## src/rtl/alu16_pkg.sv

```systemverilog
package alu16_pkg;
  typedef enum logic [1:0] {
    FAM_ARITH = 2'b00,
    FAM_LOGIC = 2'b01,
    FAM_SHIFT = 2'b10,
    FAM_CMP   = 2'b11
  } fam_e;

  // arithmetic family
  localparam logic [2:0] AR_ADDS = 3'd0;
  localparam logic [2:0] AR_ADDU = 3'd1;
  localparam logic [2:0] AR_SUBS = 3'd2;
  localparam logic [2:0] AR_SUBU = 3'd3;
  localparam logic [2:0] AR_INC  = 3'd4;
  localparam logic [2:0] AR_DEC  = 3'd5;

  // logic family
  localparam logic [2:0] LG_AND = 3'd0;
  localparam logic [2:0] LG_OR  = 3'd1;
  localparam logic [2:0] LG_XOR = 3'd2;
  localparam logic [2:0] LG_INV = 3'd4;

  // shift family
  localparam logic [2:0] SH_LL = 3'd0;
  localparam logic [2:0] SH_LR = 3'd1;
  localparam logic [2:0] SH_AL = 3'd2;
  localparam logic [2:0] SH_AR = 3'd3;

  // compare family
  localparam logic [2:0] CM_LE = 3'd0;
  localparam logic [2:0] CM_LT = 3'd1;
  localparam logic [2:0] CM_GE = 3'd2;
  localparam logic [2:0] CM_GT = 3'd3;
  localparam logic [2:0] CM_EQ = 3'd4;
  localparam logic [2:0] CM_NE = 3'd5;

  // how the arithmetic flag is formed
  typedef enum logic [1:0] {
    FLG_NONE   = 2'd0,
    FLG_SIGNED = 2'd1,
    FLG_CARRY  = 2'd2,
    FLG_BORROW = 2'd3
  } flag_src_e;
endpackage

```

## src/rtl/alu16_arith.sv

```systemverilog
module alu16_arith
  import alu16_pkg::*;
#(
  parameter int WIDTH = 16
) (
  input  logic [WIDTH-1:0] a,
  input  logic [WIDTH-1:0] b,
  input  logic [2:0]       sub,
  output logic [WIDTH-1:0] y,
  output logic             ovf,
  output logic             hit
);
  localparam int MSB = WIDTH - 1;

  logic [WIDTH-1:0] b_eff;
  logic             cin;
  flag_src_e        fsrc;
  logic [WIDTH:0]   sum;
  logic             sgn_ovf;

  // one shared adder; the operation only picks its second input and carry-in
  always_comb begin
    b_eff = '0;
    cin   = 1'b0;
    fsrc  = FLG_NONE;
    hit   = 1'b1;
    unique case (sub)
      AR_ADDS: begin b_eff = b;          fsrc = FLG_SIGNED; end
      AR_ADDU: begin b_eff = b;          fsrc = FLG_CARRY;  end
      AR_SUBS: begin b_eff = ~b; cin = 1'b1; fsrc = FLG_SIGNED; end
      AR_SUBU: begin b_eff = ~b; cin = 1'b1; fsrc = FLG_BORROW; end
      AR_INC:  begin b_eff = '0; cin = 1'b1; fsrc = FLG_SIGNED; end
      AR_DEC:  begin b_eff = '1;         fsrc = FLG_SIGNED; end
      default: hit = 1'b0;
    endcase
  end

  assign sum     = {1'b0, a} + {1'b0, b_eff} + {{WIDTH{1'b0}}, cin};
  assign sgn_ovf = (a[MSB] == b_eff[MSB]) && (sum[MSB] != a[MSB]);

  always_comb begin
    unique case (fsrc)
      FLG_SIGNED: ovf = sgn_ovf;
      FLG_CARRY:  ovf = sum[WIDTH];
      FLG_BORROW: ovf = ~sum[WIDTH];
      default:    ovf = 1'b0;
    endcase
  end

  assign y = sum[MSB:0];
endmodule

```

## src/rtl/alu16_logic.sv

```systemverilog
module alu16_logic
  import alu16_pkg::*;
#(
  parameter int WIDTH = 16
) (
  input  logic [WIDTH-1:0] a,
  input  logic [WIDTH-1:0] b,
  input  logic [2:0]       sub,
  output logic [WIDTH-1:0] y,
  output logic             hit
);
  always_comb begin
    hit = 1'b1;
    unique case (sub)
      LG_AND:  y = a & b;
      LG_OR:   y = a | b;
      LG_XOR:  y = a ^ b;
      LG_INV:  y = ~a;
      default: begin y = '0; hit = 1'b0; end
    endcase
  end
endmodule

```

## src/rtl/alu16_shift.sv

```systemverilog
module alu16_shift
  import alu16_pkg::*;
#(
  parameter int WIDTH = 16,
  parameter int SHW   = $clog2(WIDTH)
) (
  input  logic [WIDTH-1:0] a,
  input  logic [SHW-1:0]   amt,
  input  logic [2:0]       sub,
  output logic [WIDTH-1:0] y,
  output logic             hit
);
  localparam int MSB = WIDTH - 1;

  logic             fill;
  logic [WIDTH-1:0] lstg [0:SHW];
  logic [WIDTH-1:0] rstg [0:SHW];

  assign fill    = (sub == SH_AR) ? a[MSB] : 1'b0;
  assign lstg[0] = a;
  assign rstg[0] = a;

  // logarithmic barrel: stage k moves by 2**k when amt[k] is set
  for (genvar k = 0; k < SHW; k++) begin : g_stage
    localparam int DIST = 1 << k;
    assign lstg[k+1] = amt[k] ? {lstg[k][MSB-DIST:0], {DIST{1'b0}}} : lstg[k];
    assign rstg[k+1] = amt[k] ? {{DIST{fill}}, rstg[k][MSB:DIST]}   : rstg[k];
  end

  always_comb begin
    hit = 1'b1;
    unique case (sub)
      SH_LL, SH_AL: y = lstg[SHW];
      SH_LR, SH_AR: y = rstg[SHW];
      default:      begin y = '0; hit = 1'b0; end
    endcase
  end
endmodule

```

## src/rtl/alu16_cmp.sv

```systemverilog
module alu16_cmp
  import alu16_pkg::*;
#(
  parameter int WIDTH = 16
) (
  input  logic [WIDTH-1:0] a,
  input  logic [WIDTH-1:0] b,
  input  logic [2:0]       sub,
  output logic [WIDTH-1:0] y,
  output logic             hit
);
  logic lt, eq, cond;

  assign lt = $signed(a) < $signed(b);
  assign eq = (a == b);

  always_comb begin
    hit = 1'b1;
    unique case (sub)
      CM_LE:   cond = lt | eq;
      CM_LT:   cond = lt;
      CM_GE:   cond = ~lt;
      CM_GT:   cond = ~(lt | eq);
      CM_EQ:   cond = eq;
      CM_NE:   cond = ~eq;
      default: begin cond = 1'b0; hit = 1'b0; end
    endcase
  end

  assign y = {{(WIDTH-1){1'b0}}, cond};
endmodule

```

## src/rtl/alu16_core.sv

```systemverilog
module alu16_core
  import alu16_pkg::*;
#(
  parameter int WIDTH = 16
) (
  input  logic [WIDTH-1:0] opnd_a,
  input  logic [WIDTH-1:0] opnd_b,
  input  logic [4:0]       op_code,
  output logic [WIDTH-1:0] result,
  output logic             ovf_flag
);
  localparam int SHW = $clog2(WIDTH);

  fam_e       fam;
  logic [2:0] sub;

  logic [WIDTH-1:0] ar_y, lg_y, sh_y, cm_y;
  logic             ar_ovf, ar_hit, lg_hit, sh_hit, cm_hit;

  assign fam = fam_e'(op_code[4:3]);
  assign sub = op_code[2:0];

  alu16_arith #(.WIDTH(WIDTH)) u_arith (
    .a(opnd_a), .b(opnd_b), .sub(sub), .y(ar_y), .ovf(ar_ovf), .hit(ar_hit)
  );
  alu16_logic #(.WIDTH(WIDTH)) u_logic (
    .a(opnd_a), .b(opnd_b), .sub(sub), .y(lg_y), .hit(lg_hit)
  );
  alu16_shift #(.WIDTH(WIDTH), .SHW(SHW)) u_shift (
    .a(opnd_a), .amt(opnd_b[SHW-1:0]), .sub(sub), .y(sh_y), .hit(sh_hit)
  );
  alu16_cmp #(.WIDTH(WIDTH)) u_cmp (
    .a(opnd_a), .b(opnd_b), .sub(sub), .y(cm_y), .hit(cm_hit)
  );

  // family select; a unit that does not recognise its sub-code yields zero
  always_comb begin
    result   = '0;
    ovf_flag = 1'b0;
    unique case (fam)
      FAM_ARITH: if (ar_hit) begin result = ar_y; ovf_flag = ar_ovf; end
      FAM_LOGIC: if (lg_hit) result = lg_y;
      FAM_SHIFT: if (sh_hit) result = sh_y;
      default:   if (cm_hit) result = cm_y;
    endcase
  end
endmodule

```

## config.mk

```make
export PLATFORM = sky130hd
export DESIGN_NAME = alu16_core
export DESIGN_NICKNAME = d
export VERILOG_FILES = /design/src/rtl/alu16_pkg.sv /design/src/rtl/alu16_arith.sv /design/src/rtl/alu16_logic.sv /design/src/rtl/alu16_shift.sv /design/src/rtl/alu16_cmp.sv /design/src/rtl/alu16_core.sv
export SDC_FILE = /design/constraint.sdc
export NUM_CORES = 1
export LEC_CHECK = 0
export ABC_AREA = 1
export BUFFER_PORTS_ARGS = -buffer_cell sky130_fd_sc_hd__buf_2
export CAP_MARGIN = 10
export CORE_MARGIN = 5
export CORE_UTILIZATION = 60
export DETAILED_ROUTE_END_ITERATION = 12
export PLACE_DENSITY = 0.92
export SYNTH_ARGS = -nofsm -noshare
export SYNTH_HDL_FRONTEND = slang
export SYNTH_SLANG_ARGS = --single-unit
```

## constraint.sdc

```tcl
create_clock -name vclk -period 6.85
set_input_delay 0.3425 -clock vclk [all_inputs]
set_output_delay 0.3425 -clock vclk [all_outputs]
set_load 0.005 [all_outputs]
```

* After elaboration in Yosys (flattened, before gate mapping)
Cells that the tools add are included.
** Storage, ports and cells
- Register bits after elaboration :: 0
- Input bits :: 37
- Output and inout port bits :: 17
- Logic and storage cells :: 64
** Cells by class
- Bitwise operators :: 10
- Add/subtract/negate cells :: 2
- Multiplexer cells :: 26
- Equality and inequality tests :: 13
- Reductions and logical operators :: 12
- Magnitude comparators :: 1
** Operators by type and width (number)
- $mux W16 :: 11
- $pmux W16 S3 :: 2
- $pmux W16 S4 :: 1
- $not A16 Y16 :: 2
- $pmux W16 S2 :: 1
- $add A16 B16 Y17 :: 1
- $add A17 B1 Y17 :: 1
- $and A16 B16 Y16 :: 1
- $eq A16 B16 Y1 :: 1
- $lt A16 B16 Y1 :: 1
- $or A16 B16 Y16 :: 1
- $xor A16 B16 Y16 :: 1
- $reduce_or A4 Y1 :: 3
- $mux W1 :: 8
- $reduce_or A2 Y1 :: 4
- $eq A2 B2 Y1 const B :: 3
- $eq A3 B2 Y1 const B :: 2
- $eq A3 B3 Y1 const B :: 2
- $pmux W1 S6 :: 1
- $pmux W2 S3 :: 1
- $reduce_or A6 Y1 :: 1
- $eq A2 B1 Y1 const B :: 2
- $not A1 Y1 :: 4
- $eq A3 B1 Y1 const B :: 1
- other kinds (8) :: 8

* Longest topological paths before layout
- Word-level depth :: 10
- Gate-level depth with buffers :: 18
- Gate-level depth less buffers :: 17

* By module
From an unflattened synthesis, not the netlist that was laid out.
** Second synthesis, totals
- Cell total of the unflattened synthesis :: 1049
- Area, all modules :: 5602.9 um^2
** By module, submodules not included
- alu16_shift :: cells an instance 283, sequential area each 0.0 um^2, times used 1, area each 1486.4 um^2
- alu16_logic :: cells an instance 244, sequential area each 0.0 um^2, times used 1, area each 1391.3 um^2
- alu16_arith :: cells an instance 209, sequential area each 0.0 um^2, times used 1, area each 1164.9 um^2
- alu16_core :: cells an instance 196, sequential area each 0.0 um^2, times used 1, area each 877.1 um^2
- alu16_cmp :: cells an instance 117, sequential area each 0.0 um^2, times used 1, area each 683.2 um^2

* Worst setup path before layout
No wires, ideal clock.
- Path type :: in2out
- Start :: input op_code[1]
- End :: output result[12]
- Path buffers :: 0
- Required time :: 6.508 ns
- Path slack :: 4.021 ns
- Stages :: 14
- Data arrival time :: 2.487 ns
- Path through :: inv_2 nand3_1 o211ai_1 fa_1 inv_1 fa_1 nand3b_1 nand2_1 a21oi_1 o21ai_2 a21oi_1 or2_2 nand2_1 nand3_1
** Between the ends
- Cells in the longest elaborated chain, start to end :: 7
- Elaborated cells between the ends (all ways) :: 30
- Classes of those cells :: 2 x add/sub; 5 x eq/ne; 14 x mux; 9 x reduce/logical
** Ends and longest elaborated chain
- start: declaration :: RTL line alu16_core.sv:8 : input logic [4:0] op_code,
- $eq A3 B2 Y1 (tied with other cells) :: RTL line alu16_arith.sv:27, alu16_logic.sv:14, alu16_shift.sv:32
- $reduce_or A2 Y1 (no line) / $mux W1 (equally long branches)
- $pmux W16 S3 / $mux W16 (equally long branches) :: RTL line alu16_arith.sv:27, alu16_shift.sv:27
- $add A16 B16 Y17 / $mux W16 (equally long branches) :: RTL line alu16_arith.sv:38, alu16_shift.sv:27
- $add A17 B1 Y17 / $pmux W16 S2 (equally long branches) :: RTL line alu16_arith.sv:38, alu16_shift.sv:32
- $mux W16, on equally long branches :: RTL line alu16_core.sv:41, alu16_core.sv:43
- $pmux W16 S3 (*) :: RTL line alu16_core.sv:40 : unique case (fam)
- end: declaration :: RTL line alu16_core.sv:9 : output logic [WIDTH-1:0] result,
Every way passes the cells marked *; elsewhere a longest branch is shown, timed or not.

* Final worst setup path
- Start :: input op_code[2]
- End :: output result[12]
Same word-level chain as after synthesis.

==> impl_summary.txt <==
----------------------------------------------------
[Outcome]
  Run status ... finished clean

[Yosys]
  Total of warnings raised by yosys ... 0
  Post-synthesis net count ... 806
  Sequential cell area fraction in the yosys report ... 0%
  Synthesized area divided by synthesized cell count ... between 5 and 6 sq um
  Combined area of all synthesized cells ... 0.00392 sq mm
  Cells after synthesis ... around 700
  Distinct cell type count after synthesis ... 42

[Finish]
  Layout area overhead ... 5.34%
  Total of clock buffers placed in the layout ... 0
  Number of sequential cells ... 0
  Layout Cell Area excl Fill ... 0.00412 sq mm
  Total inserted antenna cells ... 0
  Commonest cells after routing, fill and taps aside ... 216 x sky130_fd_sc_hd__nand2_1, 66 x sky130_fd_sc_hd__inv_1, 64 x sky130_fd_sc_hd__ha_1, 54 x sky130_fd_sc_hd__buf_2, 50 x sky130_fd_sc_hd__a21oi_1
  Net total in the final layout ... between 800 and 900
  Sequential cell area ... 0 sq um
  Number of cells in the finished layout apart from fillers ... approximately 810
  Leading cell type in the layout, fill and taps excluded ... sky130_fd_sc_hd__nand2_1
  Number of fill cells ... 612
  Fraction of layout cells with a size suffix above 1 ... between 10% and 20%

[Timing]
  Worst hold margin ... approximately 1.1 ns
  Setup repair after global routing missed its margin ... false
  Least-Margin Pin Slew ... 1.13 ns
  Setup slack after layout ... a little under 3 ns
  Number of failing hold endpoints at the final stage ... 0
  Slew Viols, Final ... 0
  Final count of negative-setup-slack endpoints ... 0
  Setup tns final ... 0 ns
  Worst slew margin relative to its limit ... between 20% and 30%
  Achievable frequency ... around 260 MHz
  Fin crit period ... between 3 and 4 ns
  Fraction of the cycle the final worst path needs ... between 50 and 60%

[Power and ir drop]
  Cell-internal power ... about 110 uW
  Peak VDD IR ... roughly 0.045 mV
  Share of power burned in the clock network ... 0%
  Sequential Power Share ... 0%
  Sw frac ... between 60 and 70%
  Lkg Pwr ... 0.00220 uW
  Gate power share ... 100.0%
  Switching power ... ~220 uW
  Power density over cell area ... ~79 mW/mm^2

[Worst setup path]
  Crit start category ... input pin
  Arrival time worst endpoint ... 3.53 ns
  Critical-path maximum fanout ... 16
  CP required ... about 6.5 ns
  Critical path class ... in -> out
  Capturing element type of the critical path ... output pin

[Route]
  Count of nets left with antenna violations after detail routing ... 0
  Number of iterations in the first detailed-routing pass ... 6
  Routed wire per std cell ... approximately 18 um
  Via count ... 5,318
  Total DRC errors in the routed layout ... 0
  Violation count after the first detailed-route iteration ... between 600 and 700
  Post-detailed-route via-to-cell ratio ... 6.61
  Final wirelength ... roughly 14,000 um

[Global routing]
  Gr usage total ... about a third
  Antenna violations before repair ... 0
  Wire length of the first global-routing pass ... approximately 23,000 um
  Sum of overflow across all layers after global routing ... 0
  Pin count of the biggest net entering global routing ... 46
  Via count of the first global-routing pass ... roughly 4,800

[Clock network]
  Buffers inserted during post-CTS setup optimization ... 0
  Post-cts sizing count ... 0
  CTS hold repair buffers ... 0

[Die]
  Die W ... approximately 90 um
  Number of ports placed on the die boundary ... between 50 and 60
  Placeable core area ... approximately 0.0063 sq mm
  Number of standard-cell rows in the floorplan ... 29
  Die outline height ... slightly above 90 um
  Effective utilization at floorplan ... 61.7%
  Die area ... approximately 0.0082 sq mm

[Placed design]
  RD Place Congestion ... about 1.1
  Pre-CTS worst setup slack ... 3.04 ns
  HPWL Detailed ... 11,400 um
  Total placed instance area ... between 0.004 and 0.005 sq mm
  Port bufs ... 54
  Cell Count Post-Placement ... between 800 and 900

[Run]
  Number of maximum-capacitance violations ... 0

[Worst hold path]
  Class of the most critical hold timing path ... in -> out

----------------------------------------------------
## layer usage
layer	up-vias	share of wire, %	global-route usage [%]
met5	-	0	0
met4	0	6.5	17.0
met3	117	13	3.92
met2	433	44	53.6
met1	2328	37	41.5
li1	2440	-	-
## synthesized netlist by cell type
library cell | instances | area share (%)
sky130_fd_sc_hd__o21a_1 | 1 | 0.19
sky130_fd_sc_hd__nor2_4 | 4 | 1.2
sky130_fd_sc_hd__a221oi_1 | 3 | 0.67
sky130_fd_sc_hd__o211ai_1 | 22 | 4.2
sky130_fd_sc_hd__inv_1 | 66 | 6.3
sky130_fd_sc_hd__o22ai_1 | 8 | 1.3
sky130_fd_sc_hd__o2111ai_1 | 10 | 2.2
sky130_fd_sc_hd__o21bai_1 | 4 | 0.77
sky130_fd_sc_hd__nand4_1 | 2 | 0.32
sky130_fd_sc_hd__o21ai_1 | 48 | 6.1
sky130_fd_sc_hd__fa_1 | 2 | 1.0
sky130_fd_sc_hd__o21ai_0 | 38 | 4.9
sky130_fd_sc_hd__o31ai_1 | 2 | 0.38
sky130_fd_sc_hd__o21ai_4 | 1 | 0.42
sky130_fd_sc_hd__or2_2 | 2 | 0.32
sky130_fd_sc_hd__o221ai_1 | 5 | 1.1
sky130_fd_sc_hd__ha_1 | 64 | 20
sky130_fd_sc_hd__o22a_1 | 1 | 0.22
sky130_fd_sc_hd__nand2_1 | 216 | 21
sky130_fd_sc_hd__xor2_1 | 2 | 0.45
sky130_fd_sc_hd__a21oi_1 | 50 | 6.4
sky130_fd_sc_hd__nor3_2 | 1 | 0.26
sky130_fd_sc_hd__or2_1 | 1 | 0.16
sky130_fd_sc_hd__a221oi_2 | 1 | 0.38
sky130_fd_sc_hd__nand3_2 | 1 | 0.26
sky130_fd_sc_hd__nand3_1 | 39 | 5.0
sky130_fd_sc_hd__nand2_4 | 4 | 1.2
sky130_fd_sc_hd__mux2i_1 | 4 | 1.0
sky130_fd_sc_hd__clkbuf_1 | 12 | 1.2
sky130_fd_sc_hd__nand3b_1 | 1 | 0.19
sky130_fd_sc_hd__o21ai_2 | 2 | 0.45
sky130_fd_sc_hd__and2_1 | 1 | 0.16
sky130_fd_sc_hd__inv_2 | 10 | 0.96
sky130_fd_sc_hd__buf_4 | 1 | 0.19
sky130_fd_sc_hd__buf_2 | 12 | 1.5
sky130_fd_sc_hd__buf_6 | 4 | 1.2
sky130_fd_sc_hd__a22o_1 | 1 | 0.22
sky130_fd_sc_hd__nor3_1 | 5 | 0.64
sky130_fd_sc_hd__nor2_2 | 1 | 0.16
sky130_fd_sc_hd__nor2_1 | 46 | 4.4
sky130_fd_sc_hd__a21o_1 | 4 | 0.77
sky130_fd_sc_hd__a31oi_1 | 1 | 0.16
## metrics by stage
step,util [%],power (uW)
5_1_grt,64.9,353
3_5_place_dp,64.9,310
3_3_place_gp,64.9,299
4_1_cts,64.9,312
2_1_floorplan,-,217
6_report,64.9,324
## power groups by stage
stage | Combinational, uW | Sequential [uW] | Clock [uW]
floorplan | 217 | 0 | 0
global route | 353 | 0 | 0
finish | 324 | 0 | 0
detailed placement | 310 | 0 | 0
CTS | 312 | 0 | 0
global placement | 299 | 0 | 0
## logic make-up (layout without fill, tap and decap cells)
group | count (synthesis) | count (layout) | synth area share, %
fa+ha+maj | 66 | 66 | 21.5
xor+xnor | 2 | 2 | 0.448
buf+inv | 105 | 130 | 11.3
compound gates | 202 | 202 | 30.9
simple gates | 324 | 324 | 34.9
mux | 4 | 4 | 1.02
## path summary, 6_finish.rpt
| kind | end | cells past startpoint | from |
|---|---|---|---|
| max | result[12] | 16 | op_code[2] |
| min | result[0] | 6 | op_code[4] |
## layout make-up
class / count / area [sq um] / share of cell area, %
multi-input cells: 598 / 3470 / 84.2
repair buffers: 54 / 270 / 6.55
inverters: 76 / 285 / 6.92
well taps: 77 / 96.3 / 2.34
## critical path, stage by stage
cell                       delay, ns
sky130_fd_sc_hd__buf_2          0.14
sky130_fd_sc_hd__nor2_1         0.76
sky130_fd_sc_hd__nand2_1        0.15
sky130_fd_sc_hd__o211ai_1       0.17
sky130_fd_sc_hd__fa_1           0.25
sky130_fd_sc_hd__inv_1          0.06
sky130_fd_sc_hd__fa_1           0.39
sky130_fd_sc_hd__nand3b_1       0.18
sky130_fd_sc_hd__nand2_1        0.11
sky130_fd_sc_hd__a21oi_1        0.12
sky130_fd_sc_hd__o21ai_2        0.20
sky130_fd_sc_hd__a21oi_1        0.11
sky130_fd_sc_hd__or2_2          0.28
sky130_fd_sc_hd__nand2_1        0.07
sky130_fd_sc_hd__nand3_1        0.07
sky130_fd_sc_hd__buf_2          0.14
(Power assumes the default switching activity.)
